$ cat config.mk
export PLATFORM = sky130hd
export DESIGN_NAME = spd_store_ctrl
export DESIGN_NICKNAME = d
export VERILOG_FILES = /design/src/rtl/spd_store_pkg.sv /design/src/rtl/spd_page_buf.sv /design/src/rtl/spd_cell_array.sv /design/src/rtl/spd_store_ctrl.sv
export SDC_FILE = /design/constraint.sdc
export NUM_CORES = 2
export LEC_CHECK = 0
export ABC_AREA = 1
export BUFFER_PORTS_ARGS = -buffer_cell sky130_fd_sc_hd__buf_2
export CORE_UTILIZATION = 25
export CTS_CLUSTER_DIAMETER = 80
export DETAILED_ROUTE_END_ITERATION = 8
export GPL_ROUTABILITY_DRIVEN = 0
export SYNTH_ARGS = -nofsm -noshare
export SYNTH_HDL_FRONTEND = slang
export SYNTH_SLANG_ARGS = --single-unit
$ cat constraint.sdc
create_clock -name clk -period 2.6 [get_ports clk]
set_input_delay 0.26 -clock clk [delete_from_list [all_inputs] [get_ports clk]]
set_output_delay 0.26 -clock clk [all_outputs]
set_load 0.05 [all_outputs]
$ cat src/rtl/spd_store_pkg.sv
package spd_store_pkg;

    localparam logic [3:0] PRE_MEM     = 4'b1010;
    localparam logic [3:0] PRE_WP      = 4'b0110;
    localparam logic [2:0] SEL_REV_SET = 3'b001;
    localparam logic [2:0] SEL_REV_CLR = 3'b011;

    typedef enum logic [3:0] {
        ST_IDLE,
        ST_DEV,
        ST_WADDR,
        ST_WDATA,
        ST_RDATA,
        ST_PADDR,
        ST_PDATA,
        ST_PEND,
        ST_SKIP,
        ST_BUSY
    } ctl_state_e;

    typedef enum logic [1:0] {
        WP_NONE,
        WP_SET_PERM,
        WP_SET_REV,
        WP_CLR_REV
    } wp_cmd_e;

endpackage

$ cat src/rtl/spd_page_buf.sv
module spd_page_buf #(
    parameter int PAGE_W = 4,
    parameter int DW     = 8
) (
    input  logic                         clk,
    input  logic                         rst_n,
    input  logic                         seed,
    input  logic [PAGE_W-1:0]            seed_off,
    input  logic                         push,
    input  logic [DW-1:0]                push_data,
    output logic [PAGE_W-1:0]            cur_off,
    output logic [(1<<PAGE_W)*DW-1:0]    line,
    output logic [(1<<PAGE_W)-1:0]       line_mask
);
    localparam int SLOTS = 1 << PAGE_W;

    logic [DW-1:0]     slot_q [SLOTS];
    logic [SLOTS-1:0]  mask_q;
    logic [PAGE_W-1:0] off_q;

    always_ff @(posedge clk or negedge rst_n) begin
        if (!rst_n) begin
            off_q  <= '0;
            mask_q <= '0;
            for (int i = 0; i < SLOTS; i++) slot_q[i] <= '0;
        end else if (seed) begin
            off_q  <= seed_off;
            mask_q <= '0;
        end else if (push) begin
            slot_q[off_q] <= push_data;
            mask_q[off_q] <= 1'b1;
            off_q         <= off_q + PAGE_W'(1);
        end
    end

    for (genvar g = 0; g < SLOTS; g++) begin : g_flat
        assign line[g*DW +: DW] = slot_q[g];
    end

    assign line_mask = mask_q;
    assign cur_off   = off_q;
endmodule

$ cat src/rtl/spd_cell_array.sv
module spd_cell_array #(
    parameter int AW     = 8,
    parameter int PAGE_W = 4,
    parameter int DW     = 8
) (
    input  logic                         clk,
    input  logic                         rst_n,
    input  logic                         commit,
    input  logic [AW-PAGE_W-1:0]         commit_page,
    input  logic [(1<<PAGE_W)*DW-1:0]    line,
    input  logic [(1<<PAGE_W)-1:0]       line_mask,
    input  logic [AW-1:0]                raddr,
    output logic [DW-1:0]                rdata
);
    localparam int DEPTH = 1 << AW;
    localparam int SLOTS = 1 << PAGE_W;

    logic [DW-1:0] cell_q [DEPTH];

    always_ff @(posedge clk or negedge rst_n) begin
        if (!rst_n) begin
            for (int i = 0; i < DEPTH; i++) cell_q[i] <= '1;
        end else if (commit) begin
            for (int s = 0; s < SLOTS; s++) begin
                if (line_mask[s]) cell_q[{commit_page, PAGE_W'(s)}] <= line[s*DW +: DW];
            end
        end
    end

    assign rdata = cell_q[raddr];
endmodule

$ cat src/rtl/spd_store_ctrl.sv
module spd_store_ctrl
    import spd_store_pkg::*;
#(
    parameter int PAGE_W    = 4,
    parameter int WR_CYCLES = 2000
) (
    input  logic       clk,
    input  logic       rst_n,
    input  logic [2:0] strap_sel,
    input  logic       hv_flag,
    input  logic       bus_start,
    input  logic       bus_stop,
    input  logic       rx_valid,
    input  logic [7:0] rx_data,
    input  logic       tx_done,
    output logic       ack_valid,
    output logic       ack_bit,
    output logic [7:0] tx_data
);
    localparam int AW    = 8;
    localparam int DW    = 8;
    localparam int SLOTS = 1 << PAGE_W;
    localparam int CW    = $clog2(WR_CYCLES + 1);

    ctl_state_e state_q, state_d;
    wp_cmd_e    cmd_q, cmd_d;
    logic [AW-1:0] addr_q, addr_d;
    logic [CW-1:0] busy_cnt_q;
    logic pflag_q, rflag_q, hv_ok_q;
    logic ack_d, ack_valid_q, ack_bit_q;
    logic pb_seed, pb_push, commit, busy_load, set_perm, set_rev, clr_rev;
    logic [PAGE_W-1:0]     pb_off;
    logic [SLOTS*DW-1:0]   pb_line;
    logic [SLOTS-1:0]      pb_mask;
    logic [3:0] rx_pre;
    logic [2:0] rx_sel;
    logic       rx_rd, guarded, hv_live, rev_pick;

    assign rx_pre   = rx_data[7:4];
    assign rx_sel   = rx_data[3:1];
    assign rx_rd    = rx_data[0];
    assign guarded  = !addr_q[AW-1] && (pflag_q || rflag_q);
    assign hv_live  = hv_ok_q && hv_flag;
    assign rev_pick = hv_live && (rx_sel == SEL_REV_SET || (rx_sel == SEL_REV_CLR && !rx_rd));

    always_comb begin
        state_d   = state_q;
        cmd_d     = cmd_q;
        addr_d    = addr_q;
        ack_d     = 1'b0;
        pb_seed   = 1'b0;
        pb_push   = 1'b0;
        commit    = 1'b0;
        busy_load = 1'b0;
        set_perm  = 1'b0;
        set_rev   = 1'b0;
        clr_rev   = 1'b0;
        if (state_q == ST_BUSY) begin
            if (busy_cnt_q == '0) state_d = ST_IDLE;
        end else if (bus_stop) begin
            state_d = ST_IDLE;
            unique case (state_q)
                ST_WDATA: begin
                    if ((|pb_mask) && !guarded) begin
                        commit    = 1'b1;
                        busy_load = 1'b1;
                        state_d   = ST_BUSY;
                    end
                end
                ST_PEND: begin
                    if (cmd_q == WP_SET_PERM) begin
                        set_perm  = 1'b1;
                        busy_load = 1'b1;
                        state_d   = ST_BUSY;
                    end else if (hv_live) begin
                        set_rev   = (cmd_q == WP_SET_REV);
                        clr_rev   = (cmd_q == WP_CLR_REV);
                        busy_load = 1'b1;
                        state_d   = ST_BUSY;
                    end
                end
                default: ;
            endcase
        end else if (bus_start) begin
            state_d = ST_DEV;
        end else if (rx_valid) begin
            unique case (state_q)
                ST_DEV: begin
                    state_d = ST_SKIP;
                    if (rx_pre == PRE_MEM && rx_sel == strap_sel) begin
                        ack_d   = 1'b1;
                        state_d = rx_rd ? ST_RDATA : ST_WADDR;
                    end else if (rx_pre == PRE_WP) begin
                        if (rx_rd) begin
                            ack_d = rev_pick ? !rflag_q : !pflag_q;
                        end else if (!pflag_q) begin
                            ack_d   = 1'b1;
                            state_d = ST_PADDR;
                            if (!rev_pick)                 cmd_d = WP_SET_PERM;
                            else if (rx_sel == SEL_REV_SET) cmd_d = WP_SET_REV;
                            else                           cmd_d = WP_CLR_REV;
                        end
                    end
                end
                ST_WADDR: begin
                    ack_d   = 1'b1;
                    addr_d  = rx_data;
                    pb_seed = 1'b1;
                    state_d = ST_WDATA;
                end
                ST_WDATA: begin
                    ack_d   = 1'b1;
                    pb_push = 1'b1;
                    addr_d  = {addr_q[AW-1:PAGE_W], pb_off + PAGE_W'(1)};
                end
                ST_PADDR: begin
                    ack_d   = 1'b1;
                    state_d = ST_PDATA;
                end
                ST_PDATA: begin
                    ack_d   = 1'b1;
                    state_d = ST_PEND;
                end
                default: ;
            endcase
        end else if (tx_done && state_q == ST_RDATA) begin
            addr_d = addr_q + AW'(1);
        end
    end

    spd_page_buf #(.PAGE_W(PAGE_W), .DW(DW)) u_page_buf (
        .clk       (clk),
        .rst_n     (rst_n),
        .seed      (pb_seed),
        .seed_off  (rx_data[PAGE_W-1:0]),
        .push      (pb_push),
        .push_data (rx_data),
        .cur_off   (pb_off),
        .line      (pb_line),
        .line_mask (pb_mask)
    );

    spd_cell_array #(.AW(AW), .PAGE_W(PAGE_W), .DW(DW)) u_cells (
        .clk         (clk),
        .rst_n       (rst_n),
        .commit      (commit),
        .commit_page (addr_q[AW-1:PAGE_W]),
        .line        (pb_line),
        .line_mask   (pb_mask),
        .raddr       (addr_q),
        .rdata       (tx_data)
    );

    always_ff @(posedge clk or negedge rst_n) begin
        if (!rst_n) begin
            state_q    <= ST_IDLE;
            cmd_q      <= WP_NONE;
            addr_q     <= '0;
            busy_cnt_q <= '0;
            pflag_q    <= 1'b0;
            rflag_q    <= 1'b0;
            hv_ok_q    <= 1'b0;
        end else begin
            state_q <= state_d;
            cmd_q   <= cmd_d;
            addr_q  <= addr_d;
            if (busy_load)                              busy_cnt_q <= CW'(WR_CYCLES - 1);
            else if (state_q == ST_BUSY && busy_cnt_q != '0) busy_cnt_q <= busy_cnt_q - CW'(1);
            if (set_perm) pflag_q <= 1'b1;
            if (set_rev)  rflag_q <= 1'b1;
            else if (clr_rev) rflag_q <= 1'b0;
            if (bus_start)     hv_ok_q <= hv_flag;
            else if (!hv_flag) hv_ok_q <= 1'b0;
        end
    end

    always_ff @(posedge clk or negedge rst_n) begin
        if (!rst_n) begin
            ack_valid_q <= 1'b0;
            ack_bit_q   <= 1'b0;
        end else begin
            ack_valid_q <= rx_valid;
            ack_bit_q   <= rx_valid && ack_d;
        end
    end

    assign ack_valid = ack_valid_q;
    assign ack_bit   = ack_bit_q;
endmodule

==> flow_metrics.env <==
export IMPL_boundaryPins=28
export IMPL_coreArea_um2=438000
export IMPL_instances_no_fill=20559
export IMPL_outcome="complete, but fails checks"
export IMPL_num_rows=243
export IMPL_violations="negative setup slack"
export IMPL_wl_met2_mm=196
export IMPL_crit_arrival_ns=4.13
export IMPL_critPathMaxFanout=14
export IMPL_syn_nets=14147
export IMPL_clock_skew_ns=0.0813
export IMPL_root_buffer="clkbuf_16"
export IMPL_cp_end_kind="output pin"
export IMPL_grt_usage_pct=20.1
export IMPL_synth_edf_count=0
export IMPL_cts_tree="done"
export IMPL_worst_setup_path_type="reg2out"
export IMPL_power_frac_clock_pct=37.0
export IMPL_synth_area_per_cell_um2=7.81
export IMPL_start_util_pct=25.1
export IMPL_rsz0062_at_grt="true"
export IMPL_power_switching_uw=34900
export IMPL_drive_above_1_share_pct=26.1
export IMPL_worst_pin_slew_ns=1.10
export IMPL_synth_top_area_cell="dfstp_2"
export IMPL_cts_htree_levels=4
export IMPL_slew_headroom_pct=26.9
export IMPL_multi_input_area_um2=43400
export IMPL_hold_class="in2reg"
export IMPL_yosysMostFrequentCell="nand2_1"
export IMPL_finalHoldViolCount=0
export IMPL_cts_buffer_depth=4
export IMPL_dr_pass1_iters=7
export IMPL_drtAntennaViolNets=0
export IMPL_routed_wl_mm=458
export IMPL_yosys_warnings=0
export IMPL_setup_viol=8
export IMPL_routed_top_layer="met5"
export IMPL_placed_cells=20047
export IMPL_drt_initial_drc_count=13449
export IMPL_post_route_period_util_pct=169
export IMPL_intPower_uw=66000
export IMPL_finalMaxSlewViolations=0
export IMPL_start_kind="register"
export IMPL_synthDistinctLibCells=39
export IMPL_post_place_ws_ns=-1.24
export IMPL_vias=99497
export IMPL_cts_made_buffers=249
export IMPL_cap_violations=0
export IMPL_p_sw_share_pct=34.6
export IMPL_synth_seq_cells=2226
export IMPL_fmax_mhz=228
export IMPL_nets=14495
export IMPL_area_growth_pct=21.1
export IMPL_setup_ws_ns=-1.79
export IMPL_grt_pass1_wl_mm=662
export IMPL_clkTransAtPathRegs_ns=0.06
export IMPL_ir_worst_vdd_mv=0.707
export IMPL_drc=0
export IMPL_syn_inst=14123
export IMPL_clk_latency_ns=0.96
export IMPL_p_seq_share_pct=34.8
export IMPL_synth_top_cell_area_share_pct=48.8
export IMPL_die_area_um2=444000
export IMPL_n_fill_cell=46496
export IMPL_die_h_um=666
export IMPL_comb_power_share_pct=28.3
export IMPL_drt_met1_wl_mm=186
export IMPL_wl_met3_mm=44.8
export IMPL_dieWidth_um=666
export IMPL_power_density_nw_per_um2=756
export IMPL_min_period_ns=4.39
export IMPL_grt_pass1_vias=92654
export IMPL_gr_total_overflow=0
export IMPL_ys_seq_area_share_pct=52.8
export IMPL_wl_per_cell_um=22.3
export IMPL_p_leak_uw=0.0551
export IMPL_antenna_found_initial=18
export IMPL_clkSinkCount=2226
export IMPL_ys_async_sr_fraction_pct=100
export IMPL_vias_per_cell=4.84
export IMPL_cp_required_ns=2.34
export IMPL_synthFlopType="dfstp_2"
export IMPL_syn_area_um2=110000
export IMPL_hpwl_mm=313
export IMPL_utilization_pct=30.5
export IMPL_synth_top_cells_by_count="nand2_1, dfstp_2, o21ai_0, inv_1, o21ai_1"
export IMPL_synth_area_leaders="dfstp_2, nand2_1, o21ai_0, o21ai_1, dfrtp_1"
export IMPL_portBuffers=27
export IMPL_regArea_um2=58300
export IMPL_grt_max_degree=148
[metal layers]
metal | track usage, % | vias up
met5 | 0 | -
met4 | 11.9 | 8
met3 | 4.35 | 1109
met2 | 30.0 | 4996
met1 | 26.8 | 48213
li1 | - | 45171
[final cells by class]
cell class,count,area share [%]
diodes,7,0.0131
multi-input cells,9816,32.5
well taps,5880,5.51
flip-flops and latches,2226,43.6
inverters,1177,3.34
repair buffers,1001,8.60
clock inverters,96,0.924
clock buffers,356,5.46
[cell families (layout without fill, tap and decap cells)]
| kind of cell | after synthesis | in the layout | share of synthesized area, % |
|---|---|---|---|
| compound gates | 2443 | 2443 | 11.1 |
| xor+xnor | 9 | 9 | 0.0715 |
| fa+ha+maj | 6 | 6 | 0.0681 |
| buf+inv | 2081 | 2630 | 8.33 |
| flops | 2226 | 2226 | 52.8 |
| mux | 1 | 1 | 0.00908 |
| other cells | 0 | 7 | 0 |
| simple gates | 7357 | 7357 | 27.5 |
[power groups by stage]
stage	Clock (uW)	Combinational [uW]	Sequential, uW
after global routing	38900	29500	35100
after floorplan	0	11400	35500
after detailed placement	0	26300	35600
after global placement	0	26500	35600
final	37300	28500	35100
after CTS	37600	27300	35100
[cells in the final DEF, fill, tap and decap left out, types with 10 or more instances in the layout]
master	count
nor2_2	35
buf_12	289
buf_4	648
dfrtp_1	164
nand2_2	52
nor3_1	11
buf_2	18
clkinvlp_4	10
nor3_2	12
buf_16	11
nor2_1	512
clkinv_2	47
nor2_4	26
clkbuf_8	60
nand4_1	107
o21ai_0	1282
nand3_2	43
nand2_4	156
o21ai_1	1129
clkbuf_1	44
inv_2	37
dfstp_2	2048
nand2_1	5626
nand3_1	761
inv_1	1134
clkbuf_16	254
dlygate4sd3_1	23
bufinv_16	25
dfrtp_2	10
[sequential cells by signal (all words and copies together), names as in the netlist, 2 cells and up]
signal and cells:
u_cells.cell_q 2048, addr_q 8, cmd_q 2, u_page_buf.line_mask 16, u_page_buf.line 128, busy_cnt_q 11
state_q 4, u_page_buf.cur_off 4
[stage by stage]
step                      TNS (ns)  cell area [um2]  hold slack [ns]  power [uW]
after detailed placement    -43.47           124000            0.312       61900
final                       -13.03           134000           0.0563      101000
after global placement      -40.39           124000            0.311       62000
after floorplan                  0           110000          -0.0356       46900
after global routing        -13.16           134000            0.133      104000
after CTS                   -12.46           133000          0.00277      100000
[timing repair]
action,in CTS,in global routing
hold buffers,24,0
endpoints found under the setup margin,1485,296
cloned,4,2
pin swaps,8,6
gates resized for setup,161,50
setup buffers,19,5
hold endpoints to repair,507,0
[path summary, 6_finish.rpt]
| kind | from | end | slack (ns) | cells past startpoint |
|---|---|---|---|---|
| max | addr_q[0] | tx_data[0] | -1.79 | 19 |
| min | strap_sel[2] | state_q[3] | 0.06 | 8 |
| max reg2reg | u_page_buf.line_mask[12] | u_cells.cell_q[1588] | 0.03 | 14 |
| min reg2reg | u_cells.cell_q[1589] | u_cells.cell_q[1589] | 0.47 | 2 |
| max in group asynchronous | rst_n | u_page_buf.line[19] | 0.98 | 5 |
| min in group asynchronous | rst_n | u_page_buf.line[119] | 0.52 | 4 |
[worst max-delay path, stage by stage, from the launching register on]
cell and delay, ns:
dfrtp_4 0.56, inv_16 0.19, buf_12 0.20, buf_4 0.20, nand2_1 0.07, nand3_1 0.06
nand2_1 0.20, nand2_1 0.19, nand2_1 0.08, inv_1 0.18, nand2_1 0.08, nand2_1 0.07
nand2_1 0.07, nor2_2 0.19, nor2_1 0.06, buf_4 0.14, nor2_2 0.15, nand2_4 0.18
buf_12 0.18, buf_12 0.13
(Power assumes the default switching activity.)
